===== src/rtl/bitclk_pkg.sv =====
package bitclk_pkg;
  localparam int unsigned DEF_TC_W    = 8;
  localparam int unsigned DEF_EXP_W   = 4;
  localparam int unsigned DEF_EXP_MAX = 9;
  localparam int unsigned NDIR        = 2;

  typedef enum logic {
    DIR_RX = 1'b0,
    DIR_TX = 1'b1
  } bitclk_dir_e;
endpackage


===== src/rtl/bitclk_cfg.sv =====
module bitclk_cfg #(
  parameter int unsigned TC_W    = 8,
  parameter int unsigned EXP_W   = 4,
  parameter int unsigned EXP_MAX = 9
) (
  input  logic             clk,
  input  logic             rst_n,
  input  logic             clr,
  input  logic             wrap,
  input  logic             wr_en,
  input  logic [TC_W-1:0]  wr_tc,
  input  logic [EXP_W-1:0] wr_exp,
  output logic [TC_W:0]    tc_eff,
  output logic [EXP_W-1:0] exp_eff
);
  localparam int unsigned TCE_W = TC_W + 1;
  localparam logic [EXP_W-1:0] EXP_LIM = EXP_W'(EXP_MAX);

  logic [TC_W-1:0]  shd_tc_q,  shd_tc_d;
  logic [EXP_W-1:0] shd_exp_q, shd_exp_d;
  logic [TC_W-1:0]  act_tc_q,  act_tc_d;
  logic [EXP_W-1:0] act_exp_q, act_exp_d;
  logic             load;

  // shadow capture and live-copy reload
  always_comb begin
    shd_tc_d  = shd_tc_q;
    shd_exp_d = shd_exp_q;
    if (wr_en) begin
      shd_tc_d  = wr_tc;
      shd_exp_d = wr_exp;
    end
    load      = clr | wrap;
    act_tc_d  = act_tc_q;
    act_exp_d = act_exp_q;
    if (load) begin
      act_tc_d  = shd_tc_d;
      act_exp_d = (shd_exp_d > EXP_LIM) ? EXP_LIM : shd_exp_d;
    end
  end

  always_ff @(posedge clk or negedge rst_n) begin
    if (!rst_n) begin
      shd_tc_q  <= '0;
      shd_exp_q <= EXP_LIM;
      act_tc_q  <= '0;
      act_exp_q <= EXP_LIM;
    end else begin
      shd_tc_q  <= shd_tc_d;
      shd_exp_q <= shd_exp_d;
      act_tc_q  <= act_tc_d;
      act_exp_q <= act_exp_d;
    end
  end

  assign tc_eff  = (act_tc_q == '0) ? TCE_W'(1 << TC_W) : {1'b0, act_tc_q};
  assign exp_eff = act_exp_q;

  AST_EXP_CLAMPED: assert property (@(posedge clk) disable iff (!rst_n)
    act_exp_q <= EXP_LIM);

  AST_CFG_HOLD: assert property (@(posedge clk) disable iff (!rst_n)
    !(clr || wrap) |=> ($stable(act_tc_q) && $stable(act_exp_q)));
endmodule


===== src/rtl/bitclk_div.sv =====
module bitclk_div #(
  parameter int unsigned TC_W    = 8,
  parameter int unsigned EXP_W   = 4,
  parameter int unsigned EXP_MAX = 9
) (
  input  logic             clk,
  input  logic             rst_n,
  input  logic             clr,
  input  logic [TC_W:0]    tc_eff,
  input  logic [EXP_W-1:0] exp_eff,
  output logic             wrap,
  output logic             tick
);
  localparam int unsigned TCE_W = TC_W + 1;
  localparam int unsigned PRE_W = EXP_MAX;

  logic [TC_W-1:0]  cnt_tc_q,  cnt_tc_d;
  logic [PRE_W-1:0] cnt_pre_q, cnt_pre_d;
  logic [PRE_W-1:0] pre_lim;
  logic             tc_last, pre_last;
  logic             tick_q, tick_d;

  // last prescale count is 2^exp - 1
  assign pre_lim  = ~({PRE_W{1'b1}} << exp_eff);
  assign tc_last  = ({1'b0, cnt_tc_q} == (tc_eff - TCE_W'(1)));
  assign pre_last = (cnt_pre_q == pre_lim);
  assign wrap     = tc_last & pre_last & ~clr;

  always_comb begin
    cnt_tc_d  = cnt_tc_q;
    cnt_pre_d = cnt_pre_q;
    if (clr) begin
      cnt_tc_d  = '0;
      cnt_pre_d = '0;
    end else if (tc_last) begin
      cnt_tc_d  = '0;
      cnt_pre_d = pre_last ? '0 : (cnt_pre_q + PRE_W'(1));
    end else begin
      cnt_tc_d  = cnt_tc_q + TC_W'(1);
    end
    tick_d = wrap;
  end

  always_ff @(posedge clk or negedge rst_n) begin
    if (!rst_n) begin
      cnt_tc_q  <= '0;
      cnt_pre_q <= '0;
      tick_q    <= 1'b0;
    end else begin
      cnt_tc_q  <= cnt_tc_d;
      cnt_pre_q <= cnt_pre_d;
      tick_q    <= tick_d;
    end
  end

  assign tick = tick_q;

  AST_TC_IN_RANGE: assert property (@(posedge clk) disable iff (!rst_n)
    {1'b0, cnt_tc_q} < tc_eff);

  AST_PRE_IN_RANGE: assert property (@(posedge clk) disable iff (!rst_n)
    cnt_pre_q <= pre_lim);

  AST_TICK_AT_ORIGIN: assert property (@(posedge clk) disable iff (!rst_n)
    tick_q |-> (cnt_tc_q == '0 && cnt_pre_q == '0));

  AST_CLR_QUIET: assert property (@(posedge clk) disable iff (!rst_n)
    clr |=> (!tick_q && cnt_tc_q == '0 && cnt_pre_q == '0));

  AST_UNITY_EVERY_CYCLE: assert property (@(posedge clk) disable iff (!rst_n)
    (tc_eff == TCE_W'(1) && exp_eff == '0 && !clr) |=> tick_q);
endmodule


===== src/rtl/bitclk_gen.sv =====
module bitclk_gen
  import bitclk_pkg::*;
#(
  parameter int unsigned TC_W    = DEF_TC_W,
  parameter int unsigned EXP_W   = DEF_EXP_W,
  parameter int unsigned EXP_MAX = DEF_EXP_MAX
) (
  input  logic             clk,
  input  logic             rst_n,
  input  logic             chan_rst,
  input  logic             rx_cfg_we,
  input  logic [TC_W-1:0]  rx_tc,
  input  logic [EXP_W-1:0] rx_exp,
  input  logic             tx_cfg_we,
  input  logic [TC_W-1:0]  tx_tc,
  input  logic [EXP_W-1:0] tx_exp,
  output logic             rx_tick,
  output logic             tx_tick
);
  localparam int unsigned IRX = int'(DIR_RX);
  localparam int unsigned ITX = int'(DIR_TX);

  logic [1:0] rst_sync_q;
  logic       rst_int_n;

  // asynchronous assert, synchronous release
  always_ff @(posedge clk or negedge rst_n) begin
    if (!rst_n) rst_sync_q <= 2'b00;
    else        rst_sync_q <= {rst_sync_q[0], 1'b1};
  end
  assign rst_int_n = rst_sync_q[1];

  logic             we_a   [NDIR];
  logic [TC_W-1:0]  tc_a   [NDIR];
  logic [EXP_W-1:0] exp_a  [NDIR];
  logic             tick_a [NDIR];

  assign we_a[IRX]  = rx_cfg_we;
  assign tc_a[IRX]  = rx_tc;
  assign exp_a[IRX] = rx_exp;
  assign we_a[ITX]  = tx_cfg_we;
  assign tc_a[ITX]  = tx_tc;
  assign exp_a[ITX] = tx_exp;

  for (genvar d = 0; d < NDIR; d++) begin : g_dir
    logic [TC_W:0]    tc_eff;
    logic [EXP_W-1:0] exp_eff;
    logic             wrap;

    bitclk_cfg #(.TC_W(TC_W), .EXP_W(EXP_W), .EXP_MAX(EXP_MAX)) u_cfg (
      .clk     (clk),
      .rst_n   (rst_int_n),
      .clr     (chan_rst),
      .wrap    (wrap),
      .wr_en   (we_a[d]),
      .wr_tc   (tc_a[d]),
      .wr_exp  (exp_a[d]),
      .tc_eff  (tc_eff),
      .exp_eff (exp_eff)
    );

    bitclk_div #(.TC_W(TC_W), .EXP_W(EXP_W), .EXP_MAX(EXP_MAX)) u_div (
      .clk     (clk),
      .rst_n   (rst_int_n),
      .clr     (chan_rst),
      .tc_eff  (tc_eff),
      .exp_eff (exp_eff),
      .wrap    (wrap),
      .tick    (tick_a[d])
    );
  end

  assign rx_tick = tick_a[IRX];
  assign tx_tick = tick_a[ITX];

  AST_RESET_SILENT: assert property (@(posedge clk)
    !rst_sync_q[0] |-> (!rx_tick && !tx_tick));
endmodule


===== config.mk =====
export PLATFORM = sky130hd
export DESIGN_NAME = bitclk_gen
export DESIGN_NICKNAME = d
export VERILOG_FILES = /design/src/rtl/bitclk_pkg.sv /design/src/rtl/bitclk_cfg.sv /design/src/rtl/bitclk_div.sv /design/src/rtl/bitclk_gen.sv
export SDC_FILE = /design/constraint.sdc
export NUM_CORES = 1
export LEC_CHECK = 0
export BUFFER_PORTS_ARGS = -buffer_cell sky130_fd_sc_hd__buf_4
export CAP_MARGIN = 20
export CORE_ASPECT_RATIO = 0.5
export CORE_MARGIN = 3
export CORE_UTILIZATION = 35
export DETAILED_ROUTE_END_ITERATION = 8
export PLACE_DENSITY = 0.52
export SETUP_SLACK_MARGIN = 0.4
export SLEW_MARGIN = 0
export SYNTH_ARGS = -nofsm -noshare
export SYNTH_HDL_FRONTEND = slang
export SYNTH_SLANG_ARGS = --single-unit
export TNS_END_PERCENT = 100

===== constraint.sdc =====
create_clock -name clk -period 7.1 [get_ports clk]
set_input_delay 0.355 -clock clk [delete_from_list [all_inputs] [get_ports clk]]
set_output_delay 0.355 -clock clk [all_outputs]
set_load 0.005 [all_outputs]

Yosys cells after proc, flatten, opt, wreduce, memory -nomap -nowiden
Cells that the tools add are included.
- reductions and logical operators: 4
- muxes and demuxes: 18
- equal/unequal tests: 4
- add/subtract/negate cells: 6
- bitwise gates (word level): 9
- $lt $le $gt $ge: 2
- shift-type cells: 2
- operator list (kind ; count):
    $mux W9 ; 8
    $mux W8 ; 6
    $add A9 B1 Y9 const B ; 2
    $eq A8 B9 Y1 ; 2
    $eq A9 B9 Y1 ; 2
    $not A9 Y9 ; 2
    $shl A9 B4 Y9 const A ; 2
    $sub A9 B1 Y9 const B ; 2
    $add A8 B1 Y8 const B ; 2
    $logic_not A8 Y1 ; 2
    $mux W4 ; 4
    $gt A4 B4 Y1 const B ; 2
    $and A1 B1 Y1 ; 4
    $reduce_bool A2 Y1 ; 2
    $or A1 B1 Y1 ; 2
    $not A1 Y1 ; 1
- word-level logic and storage cells: 60
- bits of input ports: 29
- output and inout bits: 2
- bits in registers: 86

Logic depth before layout (Yosys ltp)
- depth in word-level cells: 7
- mapped depth: 10
- mapped depth without buffers: 8

Hierarchy
From an unflattened synthesis, not the netlist that was laid out.
- cells, all modules: 529
- area total of the unflattened synthesis: 5108.6 um^2
- modules (own cells, without submodules) (module ; instances ; cells each ; area each (um^2)):
    bitclk_div ; 2 ; 174 ; 1552.7
    bitclk_cfg ; 2 ; 89 ; 974.7
    bitclk_gen ; 1 ; 3 ; 53.8

Worst setup path after synthesis
Ideal clock, no wire load.
- kind: register to register
- start point: register g_dir[0].u_cfg.act_tc_q[0]
- end point: register g_dir[0].u_cfg.act_tc_q[0]
- setup slack: 4.043 ns
- data arrival time: 2.930 ns
- data required time: 6.973 ns
- cell stages (with the launch flop): 10
- setup time: 0.127 ns
- path through: dfrtp_1 -> inv_1 -> ha_1 -> or3b_2 -> or4_1 -> a221oi_2 -> nand3b_2 -> o41ai_4 -> buf_6 -> mux2_1
- cells in the longest elaborated chain, start to end: 7
- ends and longest elaborated chain (what ; line ; text):
    start: declaration ; bitclk_cfg.sv:21 ; logic [TC_W-1:0] act_tc_q, act_tc_d;
    start signal: assignment ; bitclk_cfg.sv:51 ; act_tc_q <= act_tc_d;
    $logic_not A8 Y1 ; bitclk_cfg.sv:56 ; assign tc_eff = (act_tc_q == '0) ? TCE_W'(1 << TC_W) : {1'b0, act_tc_q};
    $mux W9 (*) ; bitclk_cfg.sv:56 ;
    $sub A9 B1 Y9 (*) ; bitclk_div.sv:25 ; assign tc_last = ({1'b0, cnt_tc_q} == (tc_eff - TCE_W'(1)));
    $eq A8 B9 Y1 (*) ; bitclk_div.sv:25 ;
    $and A1 B1 Y1 (*) (2 in series) ; bitclk_div.sv:27 ; assign wrap = tc_last & pre_last & ~clr;
    $or A1 B1 Y1 (*) ; bitclk_cfg.sv:33 ; load = clr | wrap;
Every way passes the cells marked *; elsewhere a longest branch is shown, timed or not.
A chain may end at the register's enable or synchronous reset.

Worst setup path in the final report
- start point: register g_dir[0].u_cfg.act_tc_q[0]
- end point: register g_dir[0].u_cfg.act_exp_q[2]
- cells in the longest elaborated chain, start to end: 7
- ends and longest elaborated chain (what ; line ; text):
    $logic_not A8 Y1 ; bitclk_cfg.sv:56 ;
    $mux W9 (*) ; bitclk_cfg.sv:56 ;
    $sub A9 B1 Y9 (*) ; bitclk_div.sv:25 ;
    $eq A8 B9 Y1 (*) ; bitclk_div.sv:25 ;
    $and A1 B1 Y1 (*) (2 in series) ; bitclk_div.sv:27 ;
    $or A1 B1 Y1 (*) ; bitclk_cfg.sv:33 ;
    end signal: assignment ; bitclk_cfg.sv:52 ; act_exp_q <= act_exp_d;
    end: declaration ; bitclk_cfg.sv:22 ; logic [EXP_W-1:0] act_exp_q, act_exp_d;
Marked as above.

==> results.yml <==
die:
  coreArea_sq_um: 13100
  die_x_microns: 172
  chipHeight_microns: 89.2
  start_util: 0.370
  ios: 31
  dieArea_sq_um: 15400
  rows: 29
timing:
  finalCritPeriodShare: 0.527
  clock_skew_ns: 0.00862
  fin_crit_ns: 3.74
  tightest_slew_ns: 0.902
  fmax_mhz: 267
  setup_tns_ns: 0
  final_hold_viol_count: 0
  setup_viol: 0
  drv_slew: 0
  slew_headroom: 0.396
  rsz0062_at_grt: "no"
drt:
  viasPerCell: 5.33
  drt_pass1_iterations: 4
  drcViolationCount: 0
  routedWlPerCell_microns: 15.1
  antenna_left: 0
  drtIter0Drc: 309
  routed_wl_microns: 10100
  num_vias: 3562
clock_tree:
  clkTransAtPathRegs_ns: 0.07
  cts_tree: "done"
  numCtsBuffers: 9
  clk_latency_ns: 0.34
  cts_setup_buffers: 0
  cts_root_buf: "clkbuf_16"
  cts_buffer_depth: 2
  cts_sinks: 86
  htree_levels: 3
critical_path:
  r2r_cells: 8
  cp.arrival_ns: 3.95
  cp.required_ns: 7.32
  cp-start-kind: "register"
  path_max_fanout: 15
  r2r_start: "g_dir[0].u_cfg.act_tc_q[0]"
  r2r_end: "g_dir[0].u_cfg.exp_eff[2]"
  worstSetupEndpointType: "register"
  path_class: "register to register"
  critPathLaunch: "g_dir[0].u_cfg.act_tc_q[0]"
  rrSetupSlack_ns: 3.36
synthesis:
  synth_cells: 458
  synth_cell_type_count: 67
  netlist_area_sq_um: 4840
  synth_top_area_share: 0.403
  synthMostInstantiatedCell: "dfrtp_1"
  ys_ff_latch: 86
  yosysTopAreaCell: "dfrtp_1"
  syn_nets: 495
  synthTopCellsByCount: "78 x dfrtp_1, 34 x nor3_1, 26 x mux2_2"
  synth_edf_count: 0
  yosys_warnings: 0
  synthFlopType: "dfrtp_1"
  synth_area_leaders: "dfrtp_1 40%, mux2_2 6.0%, mux2_1 4.9%"
  async_flop_share: 1.00
  avgSynthCellArea_sq_um: 10.6
  seq_area_frac_synth: 0.446
grt:
  overflow: 0
  grt_antenna_before_repair: 0
  grt_pass1_vias: 3435
  grt.total_usage: 0.142
  grt_pass1_wl_microns: 17500
  grt_max_degree: 57
flow_run:
  maxCapViolCount: 0
cells_and_area:
  fin_nets: 514
  fin_cells: 668
  diodes: 0
  syn2layout_area_growth_pct: 14.3
  drive_gt1_frac: 0.195
min_path:
  hold_class: "register to async pin"
power_and_ir_drop:
  ir_drop_mv: 0.109
  p_sw_mw: 0.346
  leakage_nw: 2.27
  comb_power_share: 0.152
  power_switching_share: 0.269
  p_clk_frac: 0.389
  seqPwrFrac: 0.458
  power_density_nw_per_um2: 232
  p_int_mw: 0.938
placement:
  place_inst: 651
  place.gp.congestion: 0.805
  dp_hpwl_microns: 6760
  io_buffer_count: 30
status:
  status: "completed"
[critical path: stages (launching register included)]
cell and delay (ns):
dfrtp_1 0.45, inv_1 0.11, ha_1 0.18, or3b_2 0.49, or4_1 0.50, a221oi_2 0.25
nand3b_2 0.32, o41ai_4 0.93, mux2_1 0.39
[power groups by stage]
| stage | combinational, mW | clock [mW] | sequential [mW] |
|---|---|---|---|
| floorplan | 0.169 | 0 | 0.570 |
| global placement | 0.194 | 0 | 0.596 |
| CTS | 0.198 | 0.518 | 0.588 |
| finish | 0.195 | 0.500 | 0.588 |
| detailed placement | 0.195 | 0 | 0.598 |
| global route | 0.220 | 0.543 | 0.598 |
[per-layer routing]
metal,global-route usage,up-vias,part of all wire
met4,0.0319,0,0.0043
met2,0.212,56,0.42
li1,-,1768,-
met1,0.207,1736,0.54
met3,0.0345,2,0.032
met5,0,-,0
[logic make-up (layout without fill, tap and decap cells)]
family	count (synthesis)	in the layout	share of synthesized area
AOI/OAI and AO/OA	89	89	0.143
buffers and inverters	39	63	0.0320
other	1	1	0.000774
muxes	50	50	0.115
DFF	86	86	0.446
and+or+nand+nor	156	156	0.189
adders and majority gates	8	8	0.0207
xor gates and xnor gates	29	29	0.0524
[state kept, by name, summed over array words and instances (netlist names)]
signal,count
g_dir.u_cfg.act_tc_q,16
g_dir.u_cfg.exp_eff,8
g_dir.u_cfg.shd_exp_q,8
g_dir.u_cfg.shd_tc_q,16
g_dir.u_div.cnt_pre_q,18
g_dir.u_div.cnt_tc_q,16
g_dir.u_div.tick,2
rst_sync_q,2
[metrics by stage]
step	instance area, sq um	utilization	power [mW]	hold WS (ns)	setup slack [ns]
after global routing	5540	0.423	1.36	0.259	3.16
after detailed placement	5220	0.398	0.793	0.139	3.38
after CTS	5540	0.423	1.30	0.255	3.35
after global placement	5220	0.398	0.790	0.139	3.42
final	5540	0.423	1.28	0.256	3.36
after floorplan	4840	-	0.740	0.0594	4.04
[worst max-delay path by stage]
stage	end	slack, ns	cells after the start
floorplan	g_dir[0].u_cfg.act_tc_q[0]	4.04	9
global placement	g_dir[0].u_cfg.act_tc_q[4]	3.42	8
detailed placement	g_dir[0].u_cfg.act_tc_q[4]	3.38	8
CTS	g_dir[0].u_cfg.act_tc_q[4]	3.35	8
global route	g_dir[0].u_cfg.act_tc_q[4]	3.16	8
finish	g_dir[0].u_cfg.exp_eff[2]	3.36	8
[what timing repair did]
action                                 in CTS  in global routing
gates resized for setup                     0                  0
endpoints found under the hold margin       2                  0
hold buffers                                1                  0
setup endpoints to repair                   0                  0
[cell type report]
| class | count | area [sq um] |
|---|---|---|
| fill | 1236 | 7560 |
| multi-input combinational | 333 | 2530 |
| sequential | 86 | 2170 |
| timing repair buffer | 33 | 250 |
| clock buffer | 12 | 236 |
| tap | 186 | 233 |
| clock inverter | 4 | 73.8 |
| inverter | 14 | 52.6 |
[layout by cell type (no fill, tap or decap), types with 9 or more instances in the layout]
master and instances:
a21oi_1 9, a32o_1 10, and3_1 14, buf_4 32, clkbuf_16 9, dfrtp_1 77
inv_1 14, mux2_1 21, mux2_2 26, nand2_1 13, nand3_1 21, nor2_1 12
nor3_1 34, o21ai_0 10, xnor2_1 10, xor2_1 19
Note: power is estimated with default switching activity, not from simulation.
